## config.mk

```make
export PLATFORM = sky130hd
export DESIGN_NAME = base_timer
export DESIGN_NICKNAME = d
export VERILOG_FILES = /design/src/rtl/bt_pkg.sv /design/src/rtl/bt_pin_sync.sv /design/src/rtl/bt_cfg_regs.sv /design/src/rtl/bt_count_core.sv /design/src/rtl/base_timer.sv
export SDC_FILE = /design/constraint.sdc
export NUM_CORES = 1
export LEC_CHECK = 0
export BUFFER_PORTS_ARGS = -buffer_cell sky130_fd_sc_hd__buf_4
export CORE_MARGIN = 10
export CORE_UTILIZATION = 40
export DETAILED_ROUTE_END_ITERATION = 12
export SLEW_MARGIN = 20
export SYNTH_ARGS = -nofsm -noshare
export SYNTH_HDL_FRONTEND = slang
export SYNTH_SLANG_ARGS = --single-unit
```

## constraint.sdc

```tcl
create_clock -name clk -period 4.77 [get_ports clk]
set_clock_uncertainty 0.2 [all_clocks]
set_input_delay 0.7155 -clock clk [delete_from_list [all_inputs] [get_ports clk]]
set_output_delay 0.7155 -clock clk [all_outputs]
set_load 0.02 [all_outputs]
```

## src/rtl/bt_pkg.sv

```systemverilog
package bt_pkg;

  typedef enum logic [1:0] {
    SEL_CLRVAL = 2'd0,
    SEL_CMP0   = 2'd1,
    SEL_CTL    = 2'd2,
    SEL_NONE   = 2'd3
  } bt_wsel_e;

  typedef struct packed {
    logic win_sel;
    logic pin_en;
    logic cmp_en;
    logic reg_en;
  } bt_ctl_t;

  localparam int unsigned CTL_BITS = $bits(bt_ctl_t);

endpackage

```

## src/rtl/bt_pin_sync.sv

```systemverilog
module bt_pin_sync #(
  parameter int unsigned STAGES = 2
) (
  input  logic clk,
  input  logic rst_n,
  input  logic pin_i,
  output logic rise_o
);
  logic [STAGES:0] q;

  always_ff @(posedge clk or negedge rst_n) begin
    if (!rst_n) q[0] <= 1'b0;
    else        q[0] <= pin_i;
  end

  for (genvar i = 1; i <= STAGES; i++) begin : g_chain
    always_ff @(posedge clk or negedge rst_n) begin
      if (!rst_n) q[i] <= 1'b0;
      else        q[i] <= q[i-1];
    end
  end

  assign rise_o = q[STAGES-1] & ~q[STAGES];
endmodule

```

## src/rtl/bt_cfg_regs.sv

```systemverilog
module bt_cfg_regs
  import bt_pkg::*;
#(
  parameter int unsigned W = 16
) (
  input  logic         clk,
  input  logic         rst_n,
  input  logic         wr_en,
  input  logic [1:0]   wr_sel,
  input  logic [W-1:0] wr_data,
  output logic [W-1:0] clr_val,
  output logic [W-1:0] cmp0_val,
  output bt_ctl_t      ctl,
  output logic         both_err
);
  always_ff @(posedge clk or negedge rst_n) begin
    if (!rst_n) begin
      clr_val  <= '0;
      cmp0_val <= '0;
      ctl      <= '0;
    end else if (wr_en) begin
      case (bt_wsel_e'(wr_sel))
        SEL_CLRVAL: clr_val  <= wr_data;
        SEL_CMP0:   cmp0_val <= wr_data;
        SEL_CTL:    ctl      <= bt_ctl_t'(wr_data[CTL_BITS-1:0]);
        default:    ;
      endcase
    end
  end

  assign both_err = ctl.reg_en & ctl.cmp_en;
endmodule

```

## src/rtl/bt_count_core.sv

```systemverilog
module bt_count_core
  import bt_pkg::*;
#(
  parameter int unsigned W = 16
) (
  input  logic         clk,
  input  logic         rst_n,
  input  logic         cnt_en,
  input  logic         pin_clr,
  input  bt_ctl_t      ctl,
  input  logic [W-1:0] clr_val,
  input  logic [W-1:0] cmp0_val,
  output logic [W-1:0] count,
  output logic         ovf_q,
  output logic         irq_q,
  output logic         ch0_q,
  output logic         pend_o
);
  localparam logic [W-1:0] ALL_ONES = '1;
  localparam logic [W-1:0] WIN_LO   = {1'b0, {(W-1){1'b1}}};
  localparam logic [W-1:0] WIN_MID  = {2'b10, {(W-2){1'b1}}};
  localparam logic [W-1:0] WIN_HI   = ALL_ONES - 1'b1;

  function automatic logic in_window(input logic [W-1:0] m, input logic sel);
    logic lo_win;
    logic mid_win;
    lo_win  = (m >= WIN_LO)  && (m <= WIN_HI);
    mid_win = (m >= WIN_MID) && (m <= WIN_HI);
    return sel ? (lo_win || mid_win) : lo_win;
  endfunction

  logic         reg_hit, cmp_hit, any_hit;
  logic [W-1:0] hit_val;
  logic         pend, pend_ovf, pend_ch0;

  assign reg_hit = ctl.reg_en && (count == clr_val);
  assign cmp_hit = ctl.cmp_en && (count == cmp0_val);
  assign any_hit = reg_hit || cmp_hit;
  assign hit_val = reg_hit ? clr_val : cmp0_val;

  always_ff @(posedge clk or negedge rst_n) begin
    if (!rst_n) begin
      count    <= '0;
      pend     <= 1'b0;
      pend_ovf <= 1'b0;
      pend_ch0 <= 1'b0;
      ovf_q    <= 1'b0;
      irq_q    <= 1'b0;
      ch0_q    <= 1'b0;
    end else begin
      ovf_q <= 1'b0;
      irq_q <= 1'b0;
      ch0_q <= 1'b0;
      if (pin_clr) begin
        count <= '0;
        pend  <= 1'b0;
      end else if (cnt_en) begin
        if (pend) begin
          count <= '0;
          ovf_q <= pend_ovf;
          irq_q <= pend_ovf;
          ch0_q <= pend_ch0;
        end else begin
          count <= count + 1'b1;
          if (count == ALL_ONES) begin
            ovf_q <= 1'b1;
            irq_q <= 1'b1;
          end
        end
        pend     <= any_hit;
        pend_ovf <= in_window(hit_val, ctl.win_sel);
        pend_ch0 <= cmp_hit;
      end
    end
  end

  assign pend_o = pend;
endmodule

```

## src/rtl/base_timer.sv

```systemverilog
module base_timer
  import bt_pkg::*;
#(
  parameter int unsigned W           = 16,
  parameter int unsigned SYNC_STAGES = 2
) (
  input  logic         clk,
  input  logic         rst_n,
  input  logic         cnt_en,
  input  logic         wr_en,
  input  logic [1:0]   wr_sel,
  input  logic [W-1:0] wr_data,
  input  logic         ext_pin,
  output logic [W-1:0] count,
  output logic         ovf_req,
  output logic         bt_irq,
  output logic         ch0_irq,
  output logic         cfg_err
);
  bt_ctl_t      ctl;
  logic [W-1:0] clr_val, cmp0_val;
  logic         pin_rise, ext_clr, pend;

  bt_cfg_regs #(.W(W)) u_regs (
    .clk(clk), .rst_n(rst_n), .wr_en(wr_en), .wr_sel(wr_sel),
    .wr_data(wr_data), .clr_val(clr_val), .cmp0_val(cmp0_val),
    .ctl(ctl), .both_err(cfg_err)
  );

  bt_pin_sync #(.STAGES(SYNC_STAGES)) u_sync (
    .clk(clk), .rst_n(rst_n), .pin_i(ext_pin), .rise_o(pin_rise)
  );

  assign ext_clr = pin_rise & ctl.pin_en;

  bt_count_core #(.W(W)) u_core (
    .clk(clk), .rst_n(rst_n), .cnt_en(cnt_en), .pin_clr(ext_clr),
    .ctl(ctl), .clr_val(clr_val), .cmp0_val(cmp0_val),
    .count(count), .ovf_q(ovf_req), .irq_q(bt_irq), .ch0_q(ch0_irq),
    .pend_o(pend)
  );
endmodule

```

**Yosys cells after proc, flatten, opt, wreduce, memory -nomap -nowiden**

Index checks and enable logic that the tools add are counted.
Widths: inputs -> output; s select.

- Add/sub/neg operators: 1
- Magnitude comparators: 3
- Equal/unequal tests: 5
- Mux-type cells: 14
- Bitwise operators: 5
- Reductions and logical operators: 12

Operators by type and width:

| cell | count |
|---|---|
| $mux 16 | 4 |
| $eq 16x16->1 | 2 |
| $add 16x1->16 const B | 1 |
| $eq 16x16->1 const B | 1 |
| $ge 16x15->1 const B | 1 |
| $ge 16x16->1 const B | 1 |
| $le 16x16->1 const B | 1 |
| $mux 1 | 10 |
| $reduce_and 2->1 | 4 |
| $logic_and 1x1->1 | 4 |
| $and 1x1->1 | 3 |
| $eq 2x1->1 const B | 1 |
| $eq 2x2->1 const B | 1 |
| $logic_not 2->1 | 1 |
| $logic_or 1x1->1 | 2 |
| $not 1->1 | 2 |
| $reduce_bool 2->1 | 1 |

- Bits in registers: 60
- Input port bits: 23
- Output and inout port bits: 20
- Word-level logic and storage cells: 55

**Depth between registers and ports, before layout**

Gate-level depths: netlist of run 1.

- Depth in word-level cells: 7
- Depth in mapped cells: 6
- Mapped depth without buffers: 6

**Hierarchy**

Synthesis of run 1 repeated with hierarchy kept, for this count alone.

- Cell total of the unflattened synthesis: 268
- Area, all modules: 3,088.0 um^2

By module, submodules not included:

| module | instances | cells an instance | area an instance (um^2) | seq. area each (um^2) |
|---|---|---|---|---|
| bt_count_core | 1 | 185 | 1,624.1 | 525.5 |
| bt_cfg_regs | 1 | 78 | 1,368.8 | 900.9 |
| bt_pin_sync | 1 | 4 | 88.8 | 75.1 |
| base_timer | 1 | 1 | 6.3 | 0.0 |

**Worst setup path before layout of run 1**

OpenSTA, ideal clock, no wires.

- Path type: input-to-reg
- Start: input wr_sel[0]
- End: register u_regs.clr_val[0]
- Library setup time: 0.125 ns
- Data arrival time: 1.706 ns
- Data required time: 4.445 ns
- Slack: 2.739 ns
- Stages on the path: 3
- Path buffers: 1
- Cells stage by stage: nor3b_2 -> buf_2 -> mux2_2

- Cells in the longest elaborated chain, start to end: 2

Ends and longest elaborated chain:

| element | RTL line | text |
|---|---|---|
| start: declaration | base_timer.sv:11 | `input logic [1:0] wr_sel,` |
| $logic_not 2->1 | bt_cfg_regs.sv:22 | `case (bt_wsel_e'(wr_sel))` |
| $reduce_and 2->1 (no line) | n/a |  |
| end signal: assignment | bt_cfg_regs.sv:23 | `SEL_CLRVAL: clr_val <= wr_data;` |
| end: declaration | bt_cfg_regs.sv:11 | `output logic [W-1:0] clr_val,` |

Every way passes these cells.
A chain may end at the register's enable or synchronous reset.

**Final worst setup path of run 1**

- Start: register u_core.count[6]
- End: register u_core.pend_ovf

- Cells in the longest elaborated chain, start to end: 7
- Elaborated cells between the ends (all ways): 10
- Classes of those cells: order compare (3); eq/ne (1); mux (2); reduce/logical (4)

Ends and longest elaborated chain:

| element | RTL line | text |
|---|---|---|
| start: declaration | bt_count_core.sv:13 | `output logic [W-1:0] count,` |
| start signal: assignment | bt_count_core.sv:64 | `count <= count + 1'b1;` |
| $eq 16x16->1 * | bt_count_core.sv:36 | `assign reg_hit = ctl.reg_en && (count == clr_val);` |
| $logic_and 1x1->1 * | bt_count_core.sv:36 |  |
| $mux 16 * | bt_count_core.sv:39 | `assign hit_val = reg_hit ? clr_val : cmp0_val;` |
| $ge 16x15->1, or another cell as far along | bt_count_core.sv:27 | `lo_win = (m >= WIN_LO) && (m <= WIN_HI);` |
| $logic_and 1x1->1 (on tied branches) | bt_count_core.sv:27, bt_count_core.sv:28 |  |
| $logic_or 1x1->1 | bt_count_core.sv:29 | `return sel ? (lo_win \|\| mid_win) : lo_win;` |
| $mux 1 * | bt_count_core.sv:29 |  |
| end signal: assignment | bt_count_core.sv:71 | `pend_ovf <= in_window(hit_val, ctl.win_sel);` |
| end: declaration | bt_count_core.sv:34 | `logic pend, pend_ovf, pend_ch0;` |

Every way passes the cells marked *; elsewhere a longest branch is shown, timed or not.

==> flow_summary_export.csv, run 1 <==
group,metric,value,unit
clocking,path_clk_slew,70,ps
critical_path,critPathRequiredTime,4820,ps
floorplanning,initial_core_util,40.9,%
global_routing,grt_pass1_vias,2196,
power_and_ir_drop,powerDensity,389,nW/um2
floorplanning,io_pins,43,
cells_and_area,seq_area,1480,um2
detailed_routing,dr.pass1.iters,4,
place,hpwl,5090,um
detailed_routing,vias_per_cell,5.25,
yosys,synthArstFlopShare,100,%
floorplanning,rows,31,
yosys,synth.avg_cell_area,11.1,um2
detailed_routing,route.met2.wl,3160,um
critical_path,critPathMaxStageDelay,530,ps
power_and_ir_drop,vdd_drop_max,0.180,mV
yosys,ys_seq_area_share,50.3,%
detailed_routing,drt_iter0_markers,68,
yosys,yosys_warnings,0,
cells_and_area,fill_cells,698,
yosys,synth.distinct_cells,35,
sta,max_slew.worst_pin.slew,985,ps
detailed_routing,drc,0,
clocking,root_buffer,"clkbuf_8",
sta,finalHoldViolations,0,
critical_path,crit_arrival,2190,ps
place,place_area,3280,um2
worst_hold_path,min-delay-start,"u_sync.q[0]",
yosys,synth_cells,265,
sta,slew_headroom,34.2,%
worst_hold_path,worst_hold_path_type,"reg -> reg",
yosys,ys_ff_latch,59,
sta,drv_slew,0,
floorplanning,coreArea,7180,um2
global_routing,grt-ovfl-total,0,
global_routing,antenna_found_initial,0,
global_routing,globalRouteTotalUtil,13.0,%
clocking,cts_resized,0,
detailed_routing,dr_total_vias,2130,
cells_and_area,drive_above_1_share,30.3,%
critical_path,critPathTopFamily,"compound AO/OA/AOI/OAI gates",
clocking,htreeDepth,3,
yosys,synth_area,2930,um2
place,port_buffers,42,
clocking,cts_tree,"built",
detailed_routing,dr_wl_met3,338,um
yosys,ys.flop_type,"dfrtp_1",
global_routing,grt_max_degree,60,
cells_and_area,nets,326,
critical_path,crit_type,"reg -> reg",
power_and_ir_drop,p_leak,1.46,nW
sta,rsz0062_at_grt,"no",
detailed_routing,met1_length,3290,um
detailed_routing,finalWirelength,6880,um
detailed_routing,routed.top_layer,"met4",
critical_path,cp_max_fo,11,
sta,fmax,467,MHz
clocking,hold_buffers,0,
yosys,synth_nets,289,
clocking,clk_latency,340,ps
critical_path,cp_cell_sequence,"xor2_1 -> nor4_1 -> nand2_1 -> o41a_1 -> o31ai_1",
sta,min_period_over_period,44.8,%
critical_path,cp_num_buf_inv,0,
sta,final-setup-viol-count,0,
critical_path,cp-start-kind,"flop",
cells_and_area,design_area,3480,um2
critical_path,cp-end-kind,"flop",
cells_and_area,syn2layout_area_growth,18.5,%
detailed_routing,wl_per_cell,16.9,um
outcome,status,"complete, no violations",
cells_and_area,multi_input_area,1360,um2
critical_path,r2r-start,"u_core.count[6]",
global_routing,grt_pass1_wl,11400,um
clocking,cts_setup_buffers,0,
sta,fin_setup_tns,0,ps
clocking,cts_sinks,59,
floorplanning,dieArea,11200,um2
cells_and_area,diodes,0,
clocking,cts_buffer_depth,2,
detailed_routing,antenna_left,0,
yosys,synth_edf_count,0,
floorplanning,die_w,106,um
clocking,numCtsBuffers,9,
power_and_ir_drop,power.total,0.00135,W
floorplanning,die_y,106,um
sta,min_period,2140,ps
critical_path,worstSetupStartpoint,"u_core.count[6]",
run,maxCapViolCount,0,
critical_path,cp_slowest_cell,"dfrtp_1",
place,place.gp.congestion,0.837,
-- metal layers --
| layer | global-route usage, % | vias up |
|---|---|---|
| li1 | - | 1020 |
| met5 | 0 | - |
| met2 | 20.0 | 40 |
| met1 | 16.3 | 1062 |
| met4 | 4.93 | 0 |
| met3 | 4.81 | 8 |
-- where the power goes --
group          leakage, nW  switching [W]  internal [W]
logic                0.626       0.000109      0.000134
registers            0.737      0.0000875      0.000570
clock network       0.0991       0.000198      0.000253
-- area by class of cell --
type                       count  area share, %
multi-input combinational    188           39.1
sequential                    59           42.5
clock inverter                 5           1.51
inverter                       2          0.216
timing repair buffer          42           9.07
tap                           99           3.56
clock buffer                  11           4.07
-- final timing paths --
path / to / slack, ps / cells past startpoint
max in group asynchronous: u_regs.cmp0_val[8] / 3640 / 1
hold reg to reg: u_sync.q[1] / 150 / 0
setup reg to reg: u_core.pend_ovf / 2630 / 5
hold / removal: u_sync.q[1] / 150 / 0
min in group asynchronous: u_core.count[3] / 240 / 1
setup / recovery: u_core.pend_ovf / 2630 / 5
-- registers in the layout (all words and copies together) (netlist names) --
name             flops
u_core.pend_ovf      1
u_core.pend_o        1
u_regs.cmp0_val     16
u_regs.ctl           3
u_core.ovf_q         1
u_core.count        16
u_core.ch0_q         1
u_regs.clr_val      16
u_core.pend_ch0      1
u_sync.q             3
-- per-stage QoR --
stage	util, %	hold slack (ps)	setup WS, ps	std cells
floorplan	-	131	2740	265
global placement	45.6	133	2240	390
detailed placement	45.6	141	2210	390
CTS	48.4	155	2580	406
global route	48.4	157	2400	406
finish	48.4	153	2630	406
-- cell usage in the layout (no fill, tap or decap), drive strengths merged, types with 2 or more instances in the layout --
master | Yosys | routed
xor2 | 10 | 10
and3 | 3 | 3
a31oi | 2 | 2
nor2b | 2 | 2
buf | 6 | 42
inv | 2 | 2
nor4 | 5 | 5
nor2 | 12 | 12
o21ai | 25 | 25
clkinv | 0 | 3
nand3b | 4 | 4
nand3 | 7 | 7
a21oi | 4 | 4
xnor2 | 25 | 25
dfrtp | 59 | 59
mux2 | 35 | 35
clkbuf | 10 | 11
o31ai | 2 | 2
nand2 | 20 | 20
nor3 | 2 | 2
nand4 | 18 | 18
and2 | 2 | 2
-- cells in the mapped netlist, types with 2 or more instances --
cell type / count / share of area, %
clkbuf_1: 8 / 1.0
xor2_1: 10 / 3.0
and3_1: 3 / 0.64
o21ai_0: 25 / 4.3
nor3_1: 2 / 0.34
nand2_1: 20 / 2.6
o31ai_1: 2 / 0.51
buf_2: 2 / 0.34
and2_1: 2 / 0.43
a31oi_1: 2 / 0.43
inv_1: 2 / 0.26
nor2b_1: 2 / 0.43
a21oi_1: 4 / 0.68
dfrtp_1: 59 / 50
xnor2_1: 25 / 7.5
buf_4: 2 / 0.51
mux2_2: 35 / 13
buf_6: 2 / 0.77
nand4_1: 18 / 3.8
nand3b_1: 4 / 1.0
nor2_1: 12 / 1.5
nand3_1: 7 / 1.2
nor4_1: 5 / 1.1
-- worst register-to-register path: cells and delay by family, from the launching register on --
| family | cells | cell delay [ps] |
|---|---|---|
| compound gates | 2 | 650 |
| flops | 1 | 530 |
| simple gates | 2 | 440 |
| xor+xnor | 1 | 230 |
-- cell families (layout without fill, tap and decap cells) --
| group | Yosys count | count (layout) | synth area share, % |
|---|---|---|---|
| multiplexers | 35 | 35 | 13.4 |
| buffers and inverters | 18 | 60 | 3.54 |
| flip-flops | 59 | 59 | 50.3 |
| XOR/XNOR | 35 | 35 | 10.5 |
| AND/OR/NAND/NOR | 80 | 80 | 14.7 |
| adder cells (fa/ha/maj) | 1 | 1 | 0.427 |
| AO/OA/AOI/OAI | 37 | 37 | 7.08 |
No activity file was read; power rests on OpenSTA's default activity.
==> run 2, diff against run 1 <==
- clock period: 4.77 -> 1.8 ns (I/O delays scaled with it)
==> run 2 against run 1 <==
- the run now ends with setup timing left
- sequential power rose to 2.6 times the previous value
- worst hold slack worse by 15 ps
- clock-buffer cell count up 1
- via count increased by 11%
- non-clock buffer count rose by 54
- clock power grew 120%
- utilization increased by 7.5 points
- maximum frequency grew 16%
- critical path type unchanged
==> flow_summary_export.csv, run 2 (synthesized netlist as in run 1, its figures left out) <==
group,metric,value,unit
detailed_routing,drc,0,
place,hpwl,5900,um
sta,slew_headroom,57.3,%
critical_path,critPathRequiredTime,1870,ps
floorplanning,rows,31,
cells_and_area,design_area,4020,um2
sta,setup_ws,-44.3,ps
cells_and_area,syn2layout_area_growth,36.9,%
critical_path,cp_cell_sequence,"xor2_1 -> nor4_1 -> nand2_1 -> or4b_1 -> nand3_1",
clocking,clk_latency,340,ps
place,port_buffers,42,
power_and_ir_drop,vdd_drop_max,0.462,mV
cells_and_area,fill_cells,635,
cells_and_area,top_regs,"u_core.count x16, u_regs.clr_val x16, u_regs.cmp0_val x16",
cells_and_area,drive_above_1_share,41.4,%
power_and_ir_drop,powerDensity,895,nW/um2
sta,rsz0062_at_grt,"yes",
critical_path,crit_type,"reg -> reg",
global_routing,grt_max_degree,30,
floorplanning,io_pins,43,
critical_path,critPathTopFamily,"simple AND/OR/NAND/NOR gates",
power_and_ir_drop,clockPowerShare,28.2,%
global_routing,grt_pass1_vias,2465,
floorplanning,initial_core_util,40.9,%
outcome,violations,"setup timing",
sta,final-setup-viol-count,2,
floorplanning,dieArea,11200,um2
floorplanning,die_w,106,um
floorplanning,coreArea,7180,um2
power_and_ir_drop,comb_power_share,23.6,%
global_routing,grt-ovfl-total,0,
global_routing,antenna_found_initial,0,
detailed_routing,antenna_left,0,
critical_path,cp_slowest_cell,"or4b_1",
place,placedCellCount,423,
global_routing,globalRouteTotalUtil,14.4,%
place,place_area,3570,um2
clocking,path_clk_slew,60,ps
power_and_ir_drop,swShare,29.8,%
cells_and_area,diodes,0,
power_and_ir_drop,p_seq_share,48.2,%
critical_path,cp_num_buf_inv,0,
power_and_ir_drop,internal-power,0.00252,W
cells_and_area,final_common_cell,"buf_4",
critical_path,cp_max_fo,3,
critical_path,crit_arrival,1920,ps
outcome,status,"finished with violations",
clocking,cts_sinks,59,
floorplanning,die_y,106,um
cells_and_area,layout_common_cells,"75 x buf_4, 50 x dfrtp_1, 35 x mux2_2",
clocking,cts_buffer_depth,2,
critical_path,critPathMaxStageDelay,490,ps
critical_path,cp-start-kind,"flop",
sta,min_period,1840,ps
detailed_routing,dr.pass1.iters,4,
detailed_routing,drt_iter0_markers,77,
power_and_ir_drop,p_leak,1.74,nW
clocking,numCtsBuffers,9,
clocking,cts_tree,"built",
worst_hold_path,worst_hold_path_type,"in -> reg",
power_and_ir_drop,power.total,0.00360,W
place,place.gp.congestion,0.914,
sta,min_period_over_period,102,%
cells_and_area,instances_no_fill,459,
global_routing,grt_pass1_wl,12800,um
detailed_routing,wl_per_cell,16.7,um
detailed_routing,dr_total_vias,2371,
sta,fmax,542,MHz
cells_and_area,post-route-util,56.0,%
sta,finalHoldViolations,0,
critical_path,cp-end-kind,"flop",
clocking,root_buffer,"clkbuf_8",
detailed_routing,vias_per_cell,5.17,
clocking,htreeDepth,3,
cells_and_area,nets,380,
run,maxCapViolCount,0,
sta,max_slew.worst_pin.slew,638,ps
detailed_routing,finalWirelength,7660,um
sta,drv_slew,0,
sta,fin_setup_tns,-67.3,ps
power_and_ir_drop,power.switching,0.00107,W
-- run 2: path summary, 6_finish.rpt --
kind	startpoint	end	slack, ps	cells past startpoint
min reg2reg	u_sync.q[0]	u_sync.q[1]	150	0
max reg2reg	u_regs.clr_val[5]	u_core.pend_o	-40	5
max in group asynchronous	rst_n	u_regs.cmp0_val[0]	730	3
min in group asynchronous	rst_n	u_sync.q[2]	210	2
max	u_regs.clr_val[5]	u_core.pend_o	-40	5
min	cnt_en	u_core.pend_ovf	140	3
-- run 2: final cells by class --
| class | count | area, um2 | share of cell area (%) |
|---|---|---|---|
| Multi-Input combinational cell | 188 | 1440 | 35.9 |
| Inverter | 2 | 7.51 | 0.187 |
| Clock buffer | 12 | 145 | 3.61 |
| Timing Repair Buffer | 96 | 795 | 19.8 |
| Sequential cell | 59 | 1490 | 37.0 |
| Tap cell | 99 | 124 | 3.08 |
| Clock inverter | 3 | 15.0 | 0.374 |
-- run 2: per-layer routing --
layer	vias to the layer above	routed length (um)	global-route usage (%)
li1	1136	-	-
met3	8	413	4.14
met1	1165	3560	19.6
met5	-	0	0
met4	0	90	5.13
met2	62	3600	21.4
-- run 2: timing repair --
item / 4_1_cts / 5_1_grt
pin swaps: 2 / 3
hold endpoints to repair: 63 / 0
hold buffers: 18 / 0
cloned: 0 / 0
gates resized for setup: 3 / 18
setup endpoints to repair: 18 / 12
setup buffers: 1 / 2
-- run 2: power by group through the flow --
stage / clock network, W / logic, W / registers [W]
after global placement: 0 / 0.000781 / 0.00174
after global routing: 0.00110 / 0.000930 / 0.00176
after CTS: 0.00105 / 0.000832 / 0.00172
after detailed placement: 0 / 0.000792 / 0.00175
final: 0.00101 / 0.000849 / 0.00173
after floorplan: 0 / 0.000431 / 0.00172
-- run 2: through the flow --
step                hold WS [ps]  setup slack (ps)
floorplan                   -226             -75.5
global placement            25.4             -85.8
detailed placement          32.5              -138
CTS                          155             -34.8
global route                 130              -128
finish                       139             -44.3
-- run 2: tightest hold or removal path, cell delays in order --
cell	delay, ps
buf_4	130
nand2_2	140
o31ai_1	100
==> run 3, diff against run 2 <==
==> constraint.sdc (replaced) <==
create_clock -name clk -period 1.8 [get_ports clk]
set_clock_uncertainty 0.2 [all_clocks]
set_input_delay 0.36 -clock clk [delete_from_list [all_inputs] [get_ports clk]]
set_output_delay 0.36 -clock clk [all_outputs]
set_load 0.02 [all_outputs]
==> run 3 against run 2 <==
- the flow still finishes with violations (setup timing)
- design area fell by 0.12%
- combinational power is 4.0% higher
- sequential power about the same
- largest power group unchanged
- highest routed layer unchanged
- clock-buffer cell count decreased by 1
- sequential share of layout area increased by 0.077 points
- wire length is 2.6% higher
- maximum frequency is 2.5% lower
- total power rose by 5.3%
- cell count shrank 2.0%
- via count is 1.3% lower
- die area unchanged
==> flow_summary_export.csv, run 3 (synthesized netlist as in run 1, its figures left out) <==
group,metric,value,unit
sta,fmax,528,MHz
detailed_routing,drt_iter0_markers,95,
critical_path,crit_type,"reg -> reg",
place,placedCellCount,424,
global_routing,grt_pass1_vias,2429,
critical_path,crit_arrival,1960,ps
critical_path,rrSetupSlack,-90,ps
detailed_routing,finalWirelength,7860,um
detailed_routing,wl_per_cell,17.5,um
place,place.gp.congestion,0.872,
critical_path,cp_max_fo,4,
floorplanning,initial_core_util,40.9,%
cells_and_area,top_regs,"u_core.count x16, u_regs.clr_val x16, u_regs.cmp0_val x16",
run,maxCapViolCount,0,
cells_and_area,nets,370,
detailed_routing,dr.pass1.iters,4,
floorplanning,die_y,106,um
floorplanning,die_w,106,um
sta,fin_setup_tns,-164,ps
power_and_ir_drop,p_leak,1.74,nW
clocking,path_clk_slew,70,ps
clocking,clk_latency,330,ps
detailed_routing,antenna_left,0,
cells_and_area,multi_input_area,1500,um2
cells_and_area,instances_no_fill,450,
global_routing,grt_max_degree,33,
worst_hold_path,worst_hold_path_type,"in -> reg",
cells_and_area,seq_area,1490,um2
place,port_buffers,42,
sta,max_slew.worst_pin.slew,400,ps
floorplanning,dieArea,11200,um2
place,hpwl,5940,um
sta,slew_headroom,73.3,%
place,dpl_worst_slack,-190,ps
critical_path,cp-start-kind,"flop",
global_routing,grt-ovfl-total,0,
critical_path,worstSetupStartpoint,"u_core.count[12]",
sta,final-setup-viol-count,2,
cells_and_area,fill_cells,638,
global_routing,globalRouteTotalUtil,14.7,%
cells_and_area,drive_above_1_share,47.9,%
critical_path,r2r-start,"u_core.count[12]",
floorplanning,io_pins,43,
critical_path,r2r_cells,5,
floorplanning,rows,31,
detailed_routing,vias_per_cell,5.20,
clocking,cts_tree,"built",
global_routing,antenna_found_initial,0,
critical_path,critPathRequiredTime,1870,ps
power_and_ir_drop,vdd_drop_max,0.524,mV
clocking,numCtsBuffers,9,
detailed_routing,dr_total_vias,2341,
clocking,cts_sinks,59,
cells_and_area,diodes,0,
clocking,root_buffer,"clkbuf_8",
clocking,cts_buffer_depth,2,
detailed_routing,drc,0,
sta,whs,65.8,ps
sta,min_period_over_period,105,%
sta,drv_slew,0,
critical_path,cp-endpoint,"u_core.pend_o",
sta,rsz0062_at_grt,"yes",
critical_path,rr_endpoint,"u_core.pend_o",
floorplanning,coreArea,7180,um2
outcome,violations,"setup timing",
outcome,status,"finished with violations",
cells_and_area,design_area,4010,um2
cells_and_area,final_common_cell,"buf_4",
clocking,htreeDepth,3,
place,place_area,3590,um2
power_and_ir_drop,powerDensity,944,nW/um2
sta,min_period,1890,ps
sta,setup_ws,-92.3,ps
critical_path,cp-end-kind,"flop",
global_routing,grt_pass1_wl,12800,um
cells_and_area,layout_common_cells,"79 x buf_4, 49 x dfrtp_1, 35 x mux2_2",
sta,finalHoldViolations,0,
cells_and_area,syn2layout_area_growth,36.8,%
run 3: cell count changes in the layout (fill, tap and decap cells not counted), moves of 2 or more:
cell | before | now
dlygate4sd3_1 | 18 | 2
buf_4 | 75 | 79
o21ai_0 | 23 | 20
nand3_1 | 6 | 4
nand3_2 | 0 | 2
nor4_1 | 3 | 1
nor4_2 | 1 | 3
o21ai_1 | 2 | 4
run 3: layout make-up:
cell class | instances | area share [%]
Sequential cell | 59 | 37.1
Tap cell | 99 | 3.09
Clock buffer | 11 | 3.52
Timing Repair Buffer | 86 | 17.3
Inverter | 2 | 0.187
Clock inverter | 5 | 1.31
Multi-Input combinational cell | 188 | 37.4
run 3: worst min-delay path by stage:
| stage | depth (start not counted) | slack [ps] | startpoint | end |
|---|---|---|---|---|
| floorplan | 0 | -140 | rst_n | u_core.ch0_q |
| global placement | 1 | 50 | rst_n | u_sync.q[2] |
| detailed placement | 1 | 60 | rst_n | u_sync.q[2] |
| CTS | 2 | 50 | wr_data[5] | u_regs.clr_val[5] |
| global route | 2 | 50 | wr_data[11] | u_regs.cmp0_val[11] |
| finish | 2 | 70 | wr_data[5] | u_regs.clr_val[5] |
run 3: power by group:
part	total [W]	switching, W	leakage (nW)	internal [W]
sequential	0.00172	0.000207	0.721	0.00152
clock	0.00118	0.000510	0.0991	0.000669
combinational	0.000883	0.000396	0.915	0.000487
total	0.00379	0.00111	1.74	0.00267
run 3: what timing repair did:
action	4_1_cts	5_1_grt
hold buffers	2	0
buffers inserted	1	7
pin swaps	3	13
endpoints found under the setup margin	18	17
hold endpoints to repair	53	0
gates resized for setup	6	31
run 3: worst max-delay path: stages (launching register included):
cell     delay (ps)
dfrtp_2         450
xor2_1          190
nor4_2          260
nand2_1         130
or4b_4          500
nand3_2          80
run 3: through the flow:
step | power (W) | util [%]
floorplan | 0.00216 | -
global placement | 0.00252 | 50.0
detailed placement | 0.00255 | 50.0
CTS | 0.00375 | 53.5
global route | 0.00399 | 55.9
finish | 0.00379 | 55.9
run 3: layer usage:
metal / vias up / wire [um] / GRT usage [%]
met5: - / 0 / 0
met4: 0 / 123 / 5.71
met3: 8 / 402 / 4.20
met2: 60 / 3740 / 22.4
met1: 1161 / 3600 / 19.2
li1: 1112 / - / -
